### src/rtl/trip_pkg.sv
package trip_pkg;
  // Lowest set bit of a vector, or zero when empty.
  function automatic int unsigned lowest_set(input logic [63:0] v, input int unsigned w);
    int unsigned r;
    r = 0;
    for (int i = 63; i >= 0; i--) begin
      if (i < int'(w) && v[i]) r = i;
    end
    return r;
  endfunction
endpackage

### src/rtl/trip_timebase.sv
module trip_timebase #(
  parameter int TICK_W     = 20,
  parameter int CYC_W      = 16,
  parameter int WDOG_TICKS = 317460
) (
  input  logic              clk,
  input  logic              rst,
  input  logic              tick,
  input  logic              cyc_start,
  output logic [TICK_W-1:0] tick_cnt,
  output logic [CYC_W-1:0]  cyc_cnt,
  output logic              hb_fault
);
  localparam int WD_W = $clog2(WDOG_TICKS + 1);
  localparam logic [WD_W-1:0] WD_LAST = WD_W'(WDOG_TICKS - 1);

  logic [WD_W-1:0] wd_cnt;

  always_ff @(posedge clk) begin
    if (rst) begin
      tick_cnt <= '0;
      cyc_cnt  <= '0;
      wd_cnt   <= '0;
      hb_fault <= 1'b0;
    end else if (tick) begin
      if (cyc_start) begin
        tick_cnt <= '0;
        cyc_cnt  <= cyc_cnt + 1'b1;
        wd_cnt   <= '0;
        hb_fault <= 1'b0;
      end else begin
        if (tick_cnt != '1) tick_cnt <= tick_cnt + 1'b1;
        if (wd_cnt == WD_LAST) hb_fault <= 1'b1;
        else                   wd_cnt   <= wd_cnt + 1'b1;
      end
    end
  end


  tick_clear_chk: assert property (@(posedge clk) disable iff (rst)
    (tick && cyc_start) |=> (tick_cnt == '0 && cyc_cnt == $past(cyc_cnt) + 1'b1));

  hb_rise_chk: assert property (@(posedge clk) disable iff (rst)
    $rose(hb_fault) |-> $past(tick && !cyc_start));
endmodule

### src/rtl/trip_mode_mask.sv
module trip_mode_mask #(
  parameter int N_IN   = 8,
  parameter int MODE_W = 3
) (
  input  logic              clk,
  input  logic              rst,
  input  logic              tick,
  input  logic              cyc_start,
  input  logic [MODE_W-1:0] mode_req,
  input  logic              mask_we,
  input  logic [MODE_W-1:0] mask_addr,
  input  logic [N_IN-1:0]   mask_wdata,
  output logic [MODE_W-1:0] active_mode,
  output logic [N_IN-1:0]   mask_out
);
  localparam int N_MODES = 2 ** MODE_W;

  logic [N_IN-1:0] mask_tbl [N_MODES];

  for (genvar m = 0; m < N_MODES; m++) begin : g_entry
    always_ff @(posedge clk) begin
      if (rst)                                    mask_tbl[m] <= '1;
      else if (mask_we && mask_addr == MODE_W'(m)) mask_tbl[m] <= mask_wdata;
    end
  end

  always_ff @(posedge clk) begin
    if (rst)                    active_mode <= '0;
    else if (tick && cyc_start) active_mode <= mode_req;
  end

  assign mask_out = mask_tbl[active_mode];


  mode_switch_chk: assert property (@(posedge clk) disable iff (rst)
    !$stable(active_mode) |-> $past(tick && cyc_start));
endmodule

### src/rtl/trip_first_capture.sv
module trip_first_capture
  import trip_pkg::*;
#(
  parameter int EFF_W   = 9,
  parameter int STAMP_W = 36,
  parameter int IDX_W   = 4
) (
  input  logic               clk,
  input  logic               rst,
  input  logic               tick,
  input  logic [EFF_W-1:0]   rising,
  input  logic [STAMP_W-1:0] stamp,
  input  logic               first_clear,
  output logic               first_valid,
  output logic [IDX_W-1:0]   first_idx,
  output logic [STAMP_W-1:0] first_stamp
);
  logic [IDX_W-1:0] low_idx;

  always_comb begin
    low_idx = IDX_W'(lowest_set(64'(rising), EFF_W));
  end

  always_ff @(posedge clk) begin
    if (rst) begin
      first_valid <= 1'b0;
      first_idx   <= '0;
      first_stamp <= '0;
    end else if (first_clear) begin
      first_valid <= 1'b0;
    end else if (tick && !first_valid && rising != '0) begin
      first_valid <= 1'b1;
      first_idx   <= low_idx;
      first_stamp <= stamp;
    end
  end


  first_frozen_chk: assert property (@(posedge clk) disable iff (rst)
    (first_valid && !first_clear) |=> ($stable(first_idx) && $stable(first_stamp) && first_valid));
endmodule

### src/rtl/trip_permits.sv
module trip_permits (
  input  logic clk,
  input  logic rst,
  input  logic tick,
  input  logic cyc_start,
  input  logic latch_rst,
  input  logic any_fault,
  output logic permit_auto,
  output logic permit_latch
);
  always_ff @(posedge clk) begin
    if (rst) begin
      permit_auto  <= 1'b0;
      permit_latch <= 1'b0;
    end else if (tick) begin
      if (any_fault) begin
        permit_auto  <= 1'b0;
        permit_latch <= 1'b0;
      end else begin
        if (cyc_start) permit_auto  <= 1'b1;
        if (latch_rst) permit_latch <= 1'b1;
      end
    end
  end


  auto_rise_chk: assert property (@(posedge clk) disable iff (rst)
    $rose(permit_auto) |-> $past(tick && cyc_start && !any_fault));

  latch_rise_chk: assert property (@(posedge clk) disable iff (rst)
    $rose(permit_latch) |-> $past(tick && latch_rst && !any_fault));
endmodule

### src/rtl/prot_trip_recorder.sv
module prot_trip_recorder #(
  parameter int N_IN       = 8,
  parameter int MODE_W     = 3,
  parameter int TICK_W     = 20,
  parameter int CYC_W      = 16,
  parameter int WDOG_TICKS = 317460,
  localparam int EFF_W     = N_IN + 1,
  localparam int STAMP_W   = CYC_W + TICK_W,
  localparam int IDX_W     = $clog2(EFF_W)
) (
  input  logic               clk,
  input  logic               rst,
  input  logic               tick,
  input  logic               cyc_start,
  input  logic [N_IN-1:0]    fault_in,
  input  logic [MODE_W-1:0]  mode_req,
  input  logic               mask_we,
  input  logic [MODE_W-1:0]  mask_addr,
  input  logic [N_IN-1:0]    mask_wdata,
  input  logic               latch_rst,
  input  logic               first_clear,
  output logic               permit_auto,
  output logic               permit_latch,
  output logic               trip_valid,
  output logic [EFF_W-1:0]   trip_bits,
  output logic [STAMP_W-1:0] trip_stamp,
  output logic               first_valid,
  output logic [IDX_W-1:0]   first_idx,
  output logic [STAMP_W-1:0] first_stamp,
  output logic               hb_fault,
  output logic [MODE_W-1:0]  active_mode
);
  logic [TICK_W-1:0] tick_cnt;
  logic [CYC_W-1:0]  cyc_cnt;
  logic [N_IN-1:0]   mask_cur;
  logic [EFF_W-1:0]  eff, prev_q, rising;
  logic [STAMP_W-1:0] stamp;

  trip_timebase #(.TICK_W(TICK_W), .CYC_W(CYC_W), .WDOG_TICKS(WDOG_TICKS)) i_timebase (
    .clk(clk), .rst(rst), .tick(tick), .cyc_start(cyc_start),
    .tick_cnt(tick_cnt), .cyc_cnt(cyc_cnt), .hb_fault(hb_fault));

  trip_mode_mask #(.N_IN(N_IN), .MODE_W(MODE_W)) i_mask (
    .clk(clk), .rst(rst), .tick(tick), .cyc_start(cyc_start), .mode_req(mode_req),
    .mask_we(mask_we), .mask_addr(mask_addr), .mask_wdata(mask_wdata),
    .active_mode(active_mode), .mask_out(mask_cur));

  assign eff    = {hb_fault, fault_in & mask_cur};
  assign rising = eff & ~prev_q;
  assign stamp  = {cyc_cnt, tick_cnt};

  always_ff @(posedge clk) begin
    if (rst) begin
      prev_q     <= '0;
      trip_valid <= 1'b0;
      trip_bits  <= '0;
      trip_stamp <= '0;
    end else begin
      trip_valid <= 1'b0;
      if (tick) begin
        prev_q <= eff;
        if (rising != '0) begin
          trip_valid <= 1'b1;
          trip_bits  <= rising;
          trip_stamp <= stamp;
        end
      end
    end
  end

  trip_first_capture #(.EFF_W(EFF_W), .STAMP_W(STAMP_W), .IDX_W(IDX_W)) i_first (
    .clk(clk), .rst(rst), .tick(tick), .rising(rising), .stamp(stamp),
    .first_clear(first_clear), .first_valid(first_valid),
    .first_idx(first_idx), .first_stamp(first_stamp));

  trip_permits i_permits (
    .clk(clk), .rst(rst), .tick(tick), .cyc_start(cyc_start), .latch_rst(latch_rst),
    .any_fault(eff != '0), .permit_auto(permit_auto), .permit_latch(permit_latch));


  trip_bits_chk: assert property (@(posedge clk) disable iff (rst)
    trip_valid |-> (trip_bits != '0 && $past(tick)));

  trip_pulse_chk: assert property (@(posedge clk) disable iff (rst)
    trip_valid |=> !trip_valid || $past(tick));
endmodule

### config.mk
export PLATFORM = sky130hd
export DESIGN_NAME = prot_trip_recorder
export DESIGN_NICKNAME = d
export VERILOG_FILES = /design/src/rtl/trip_pkg.sv /design/src/rtl/trip_timebase.sv /design/src/rtl/trip_mode_mask.sv /design/src/rtl/trip_first_capture.sv /design/src/rtl/trip_permits.sv /design/src/rtl/prot_trip_recorder.sv
export SDC_FILE = /design/constraint.sdc
export NUM_CORES = 1
export LEC_CHECK = 0
export BUFFER_PORTS_ARGS = -buffer_cell sky130_fd_sc_hd__buf_2
export CAP_MARGIN = 20
export CORE_AREA = 2 2 188 116
export DETAILED_ROUTE_END_ITERATION = 8
export DIE_AREA = 0 0 190 118
export GPL_TIMING_DRIVEN = 1
export PLACE_DENSITY = 0.64
export SLEW_MARGIN = 20
export SYNTH_ARGS = -nofsm -noshare
export SYNTH_HDL_FRONTEND = slang
export SYNTH_SLANG_ARGS = --single-unit
### constraint.sdc
create_clock -name clk -period 3.55 [get_ports clk]
set_input_delay 0.1775 -clock clk [delete_from_list [all_inputs] [get_ports clk]]
set_output_delay 0.1775 -clock clk [all_outputs]
set_load 0.05 [all_outputs]
# Word-level counts from Yosys, hierarchy flattened
# Memories as Yosys holds them, arrays and structs flattened. A register that Yosys moved wholly into a read port is not among the register bits.
# Cells that the tools add are included.
[op_classes]
n_addsub = 3
n_eq_ne = 10
mux = 56
bitwise_logic = 13
n_reduce_logical = 29
[op_table]
columns = ["op", "n"]
rows = [
  ["two-way mux 8 bit", 8],
  ["two-way mux 20 bit", 2],
  ["two-way mux 19 bit", 2],
  ["two-way mux 4 bit", 9],
  ["two-way mux 1 bit", 33],
  ["adder 20 x 1 -> 20 bit (second input constant)", 1],
  ["inequality test 20 bit (second input constant)", 1],
  ["adder 19 x 1 -> 19 bit (second input constant)", 1],
  ["== test 19 bit (second input constant)", 1],
  ["nonzero test 9 bit", 2],
  ["adder 16 x 1 -> 16 bit (second input constant)", 1],
  ["AND reduction 2 bit", 8],
  ["== test 3 bit (second input constant)", 4],
  ["logical AND 1 bit", 11],
  ["AND 9 bit", 1],
  ["inverter 9 bit", 1],
  ["AND 8 bit", 1],
  ["bitwise OR 1 bit", 8],
  ["nonzero test 2 bit", 4],
  ["== test 3 x 2 -> 1 bit (second input constant)", 2],
  ["two-way mux 3 bit", 2],
  ["OR reduction 2 bit", 2],
  ["== test 3 x 1 -> 1 bit (second input constant)", 1],
  ["zero test 3 bit", 1],
  ["other kinds (3)", 4],
]
[totals]
ff_bits = 157
ram_bits = 64
in_bits = 29
memories = 1
[memory_table]
columns = ["memory", "depth", "word_bits", "read_ports", "rd_ports_with_merged_regs", "write_ports", "line", "source"]
rows = [
  ["i_mask.mask_tbl", 8, 8, 1, 1, 8, "trip_mode_mask.sv:18", "logic [N_IN-1:0] mask_tbl [N_MODES];"],
]

# Longest topological paths before layout
[depth]
word_depth = 11
ltp_mapped = 13

# By module
# A second synthesis with hierarchy kept.
[unflattened]
hier_cells = 1183
area_unflattened_um2 = 11242.0
[modules_own_cells]
columns = ["module", "instances", "cells_each", "area_each_um2", "seq_area_each_um2"]
rows = [
  ["trip_mode_mask", 1, 202, 3299.4, 2042.0],
  ["prot_trip_recorder", 1, 437, 3261.9, 1101.1],
  ["trip_timebase", 1, 347, 2899.0, 1121.1],
  ["trip_first_capture", 1, 190, 1716.6, 820.8],
  ["trip_permits", 1, 7, 65.1, 40.0],
]

# Worst setup path after synthesis
# OpenSTA, ideal clock, no wires.
[synth_timing]
path_type = "reg2reg"
from = "register (tool-made name)"
to = "register trip_stamp[10]"
setup_time_ns = 0.128
arrival_time_ns = 2.735
required_time_ns = 3.422
setup_slack_ns = 0.688
stages_incl_launch_ff = 14
path_buffers = 6
period_less_slack_ns = 2.862
path_cell_list = "dfxtp_1 > buf_6 > buf_6 > buf_6 > mux2i_1 > a22oi_1 > and3b_1 > or4_1 > buf_2 > o31ai_1 > buf_4 > buf_8 > mux2i_1 > nor2_1"
[synth_rtl]
columns = ["element", "line", "source"]
rows = [
  ["end signal: assignment", "prot_trip_recorder.sv:65", "trip_stamp <= stamp;"],
  ["end: declaration", "prot_trip_recorder.sv:26", "output logic [STAMP_W-1:0] trip_stamp,"],
]

==> impl_metrics.yaml <==
timing:
  setup_tns_ps: 0
  max_slew_margin_pct: 30.5
  slew_viol_final: 0
  worst_pin_slew_ps: 1030
  rsz0062_at_grt: "false"
  finalCritPeriodShare_pct: 92.7
  hold_viol_final: 0
  fin_crit_ps: 3290
  clock_skew_ps: 17.0
  finalHoldWorstSlack_ps: 88.6
  setup_violations: 0
  fmax_ghz: 0.304
finish:
  n_antenna_cell: 0
  drive_gt1_share_pct: 20.4
  syn2layout_area_growth_pct: 17.1
  final_nets: 1046
power_and_ir_drop:
  power.density_mw_per_mm2: 496
  clkPwrFrac_pct: 41.5
  vdd_drop_max_uv: 304
  seqPwrFrac_pct: 50.4
  p_sw_mw: 1.28
  combinationalPowerShare_pct: 8.1
  sw_frac_of_total_pct: 23.7
  p_leak_nw: 4.50
  p_int_mw: 4.14
synth:
  synthMuxAreaShare_pct: 11.6
  synth_top_family_by_area: "simple AND/OR/NAND/NOR gates"
  yosysMostFrequentCell: "dfxtp_1"
  synth_edf_count: 64
  synth_compound_area_share_pct: 5.68
  avgSynthCellArea_um2: 10.5
  syn_area_mm2: 0.00935
  syn_nets: 926
  synth_xor_area_share_pct: 4.12
  synth_fa_ha_area_share_pct: 0.402
  synth_cell_types: 53
  netlist_instances: 894
  ys_ff_latch: 224
  synthSimpleGateAreaFrac_pct: 20.4
  yosysWarningCount: 0
  async_reset_ff_share_pct: 0
  synth_commonest_cells: "dfxtp_1 (160), nor2_1 (143), mux2i_1 (99)"
  ys_top_cells_by_area: "dfxtp_1 (34%), edfxtp_1 (21%), mux2i_1 (11%)"
  synth_top_area_cell: "dfxtp_1"
  synth-seq-area-share_pct: 54.8
  yosys.area.top_type_share_pct: 34.3
  synth_top_flop_cell: "dfxtp_1"
global_routing:
  track_usage_pct: 19.9
  grt_max_degree: 86
  antenna_found_initial: 0
  grt_pass1_vias: 6167
  grt_pass1_wl_um: 35300
  overflow: 0
floorplanning:
  io_pins: 122
  core-area_mm2: 0.0207
  dieArea_mm2: 0.0224
  dieHeight_um: 118
  die_w_um: 190
  initial_core_util_pct: 45.2
  std_cell_rows: 41
detailed_routing:
  wl_per_cell_um: 17.3
  drt_iter0_markers: 473
  via_per_inst: 5.22
  num_vias: 6818
  dr.pass1.iters: 5
  drcViolationCount: 0
  ant_nets: 0
  wirelength_um: 22600
worst_setup_path:
  end_kind: "register"
  worstPathRequired_ps: 3910
  rrSetupSlack_ps: 260
  criticalPathCategory: "reg -> reg"
  reg2reg_depth: 9
  worst-path-buf-inv: 2
  startpoint_type: "register"
  reg2reg_to: "trip_stamp[29]$_SDFFE_PP0P_"
  cp_max_fo: 37
  crit_chain: "buf_12 -> mux2i_1 -> a22oi_1 -> and3b_1 -> or4_1 -> o31ai_4 -> buf_12 -> mux2i_1 -> nor2_1"
  max_stage_delay_ps: 700
  cp_top_family: "simple AND/OR/NAND/NOR gates"
  critPathArrivalTime_ps: 3660
  slowest_stage: "or4_1"
worst_hold_path:
  hold_depth: 2
  hold_class: "in -> reg"
  min-delay-start: "mask_wdata[3]"
  min_to: "i_mask.mask_tbl[6][3]$_SDFFCE_PN1P_"
placed_design:
  numPortBuffers: 121
  hpwl_um: 15800
  gp_congestion: 0.794
clock_tree:
  clk_pin_slew_worst_paths_ps: 70
  cts-buffers-inserted: 21
  root_buffer: "clkbuf_16"
  clockBufferDepth: 3
  cts_tree: "yes"
  htreeDepth: 1
  clock_latency_ps: 510
  cts_sinks: 224
status:
  outcome: "finished, final reports clean"
job:
  drv_cap: 0
## layout by cell type, fill, tap and decap left out, types with 3 or more instances in the layout
cell           instances
or2_2                 35
mux2_2                 5
clkbuf_16             23
and3_1                 6
edfxtp_1              64
nand4_1               17
buf_12                 3
o2111ai_1              3
dlygate4sd3_1          7
nor2_1               143
and4b_1                4
dfxtp_1              160
mux2_1                 3
nand2_1               62
ha_1                   3
mux2i_1               99
or4_1                  3
xor2_1                34
o21ai_0                9
nand3_1               20
buf_4                  7
nand2b_1              46
or3_1                  6
nor2b_1                8
o21bai_1               3
and2_1                 5
a22oi_1                9
nor3_1                15
clkbuf_1               3
a21oi_1               31
clkinv_2               7
xnor2_1               10
buf_2                120
a21o_1                 3
a221oi_1               4
and3b_1                3
and4_1                 4
inv_1                 10
## worst max-delay path by stage
stage / cells after the start / to / slack (ps) / start
detailed placement: 8 / trip_stamp[23]$_SDFFE_PP0P_ / 170 / register
CTS: 8 / trip_stamp[19]$_SDFFE_PP0P_ / 160 / register
finish: 9 / trip_stamp[29]$_SDFFE_PP0P_ / 260 / register
global placement: 8 / trip_stamp[32]$_SDFFE_PP0P_ / 240 / register
floorplan: 13 / trip_stamp[10]$_SDFFE_PP0P_ / 690 / register
global route: 9 / trip_stamp[29]$_SDFFE_PP0P_ / 110 / register
## registers in the layout, indices dropped and copies added, names as in the netlist, named ones only
register and count:
i_first.first_idx 4, i_mask.active_mode 3, i_permits.permit_auto 1, i_mask.mask_tbl 64, i_timebase.wd_cnt 19, i_timebase.cyc_cnt 16
i_timebase.tick_cnt 20, i_first.first_stamp 36, i_first.first_valid 1, i_permits.permit_latch 1, i_timebase.hb_fault 1, trip_valid 1
prev_q 9, trip_stamp 36, trip_bits 9
## routing by layer
layer	vias up	share of wire, %	global-route usage [%]	routed length, um
li1	3354	-	-	-
met1	3236	54	34.0	12200
met2	205	37	24.1	8430
met3	23	7.1	4.71	1600
met4	0	1.5	4.36	335
met5	-	0	0	0
## timing repair
item	CTS	global route
resized for setup	0	1
buffers inserted	0	0
endpoints found under the setup margin	0	3
hold endpoints to repair	10	0
hold buffers	7	0
## cell type report
cell class,count,area (um2)
multi-input cells,620,3960
clock inverters,9,73.8
inverters,10,37.5
flip-flops and latches,224,5120
repair buffers,137,783
fillers,1841,9730
well taps,279,349
clock buffers,28,614
## power by group through the flow
stage	logic, mW	clock network (mW)	registers (mW)
floorplan	0.269	0	2.83
global placement	0.432	0	2.79
finish	0.441	2.25	2.73
global route	0.474	2.41	2.74
detailed placement	0.432	0	2.79
CTS	0.440	2.29	2.73
## stage by stage
| stage | setup WS (ps) | cell area [um2] | total power [mW] | utilization (%) | instances |
|---|---|---|---|---|---|
| after floorplan | 688 | 9350 | 3.09 | - | 894 |
| after global placement | 242 | 10200 | 3.22 | 49.2 | 1263 |
| after detailed placement | 172 | 10200 | 3.22 | 49.2 | 1263 |
| after CTS | 162 | 10900 | 5.47 | 52.9 | 1307 |
| after global routing | 110 | 10900 | 5.63 | 52.9 | 1307 |
| final | 260 | 10900 | 5.43 | 52.9 | 1307 |
## logic make-up (layout without fill, tap and decap cells)
| group | Yosys count | count (layout) |
|---|---|---|
| flip-flops | 224 | 224 |
| XOR/XNOR | 44 | 44 |
| AND/OR/NAND/NOR | 386 | 386 |
| adder cells (fa/ha/maj) | 3 | 3 |
| buffers and inverters | 50 | 184 |
| AO/OA/AOI/OAI | 80 | 80 |
| multiplexers | 107 | 107 |
No activity file was read; power rests on OpenSTA's default activity.
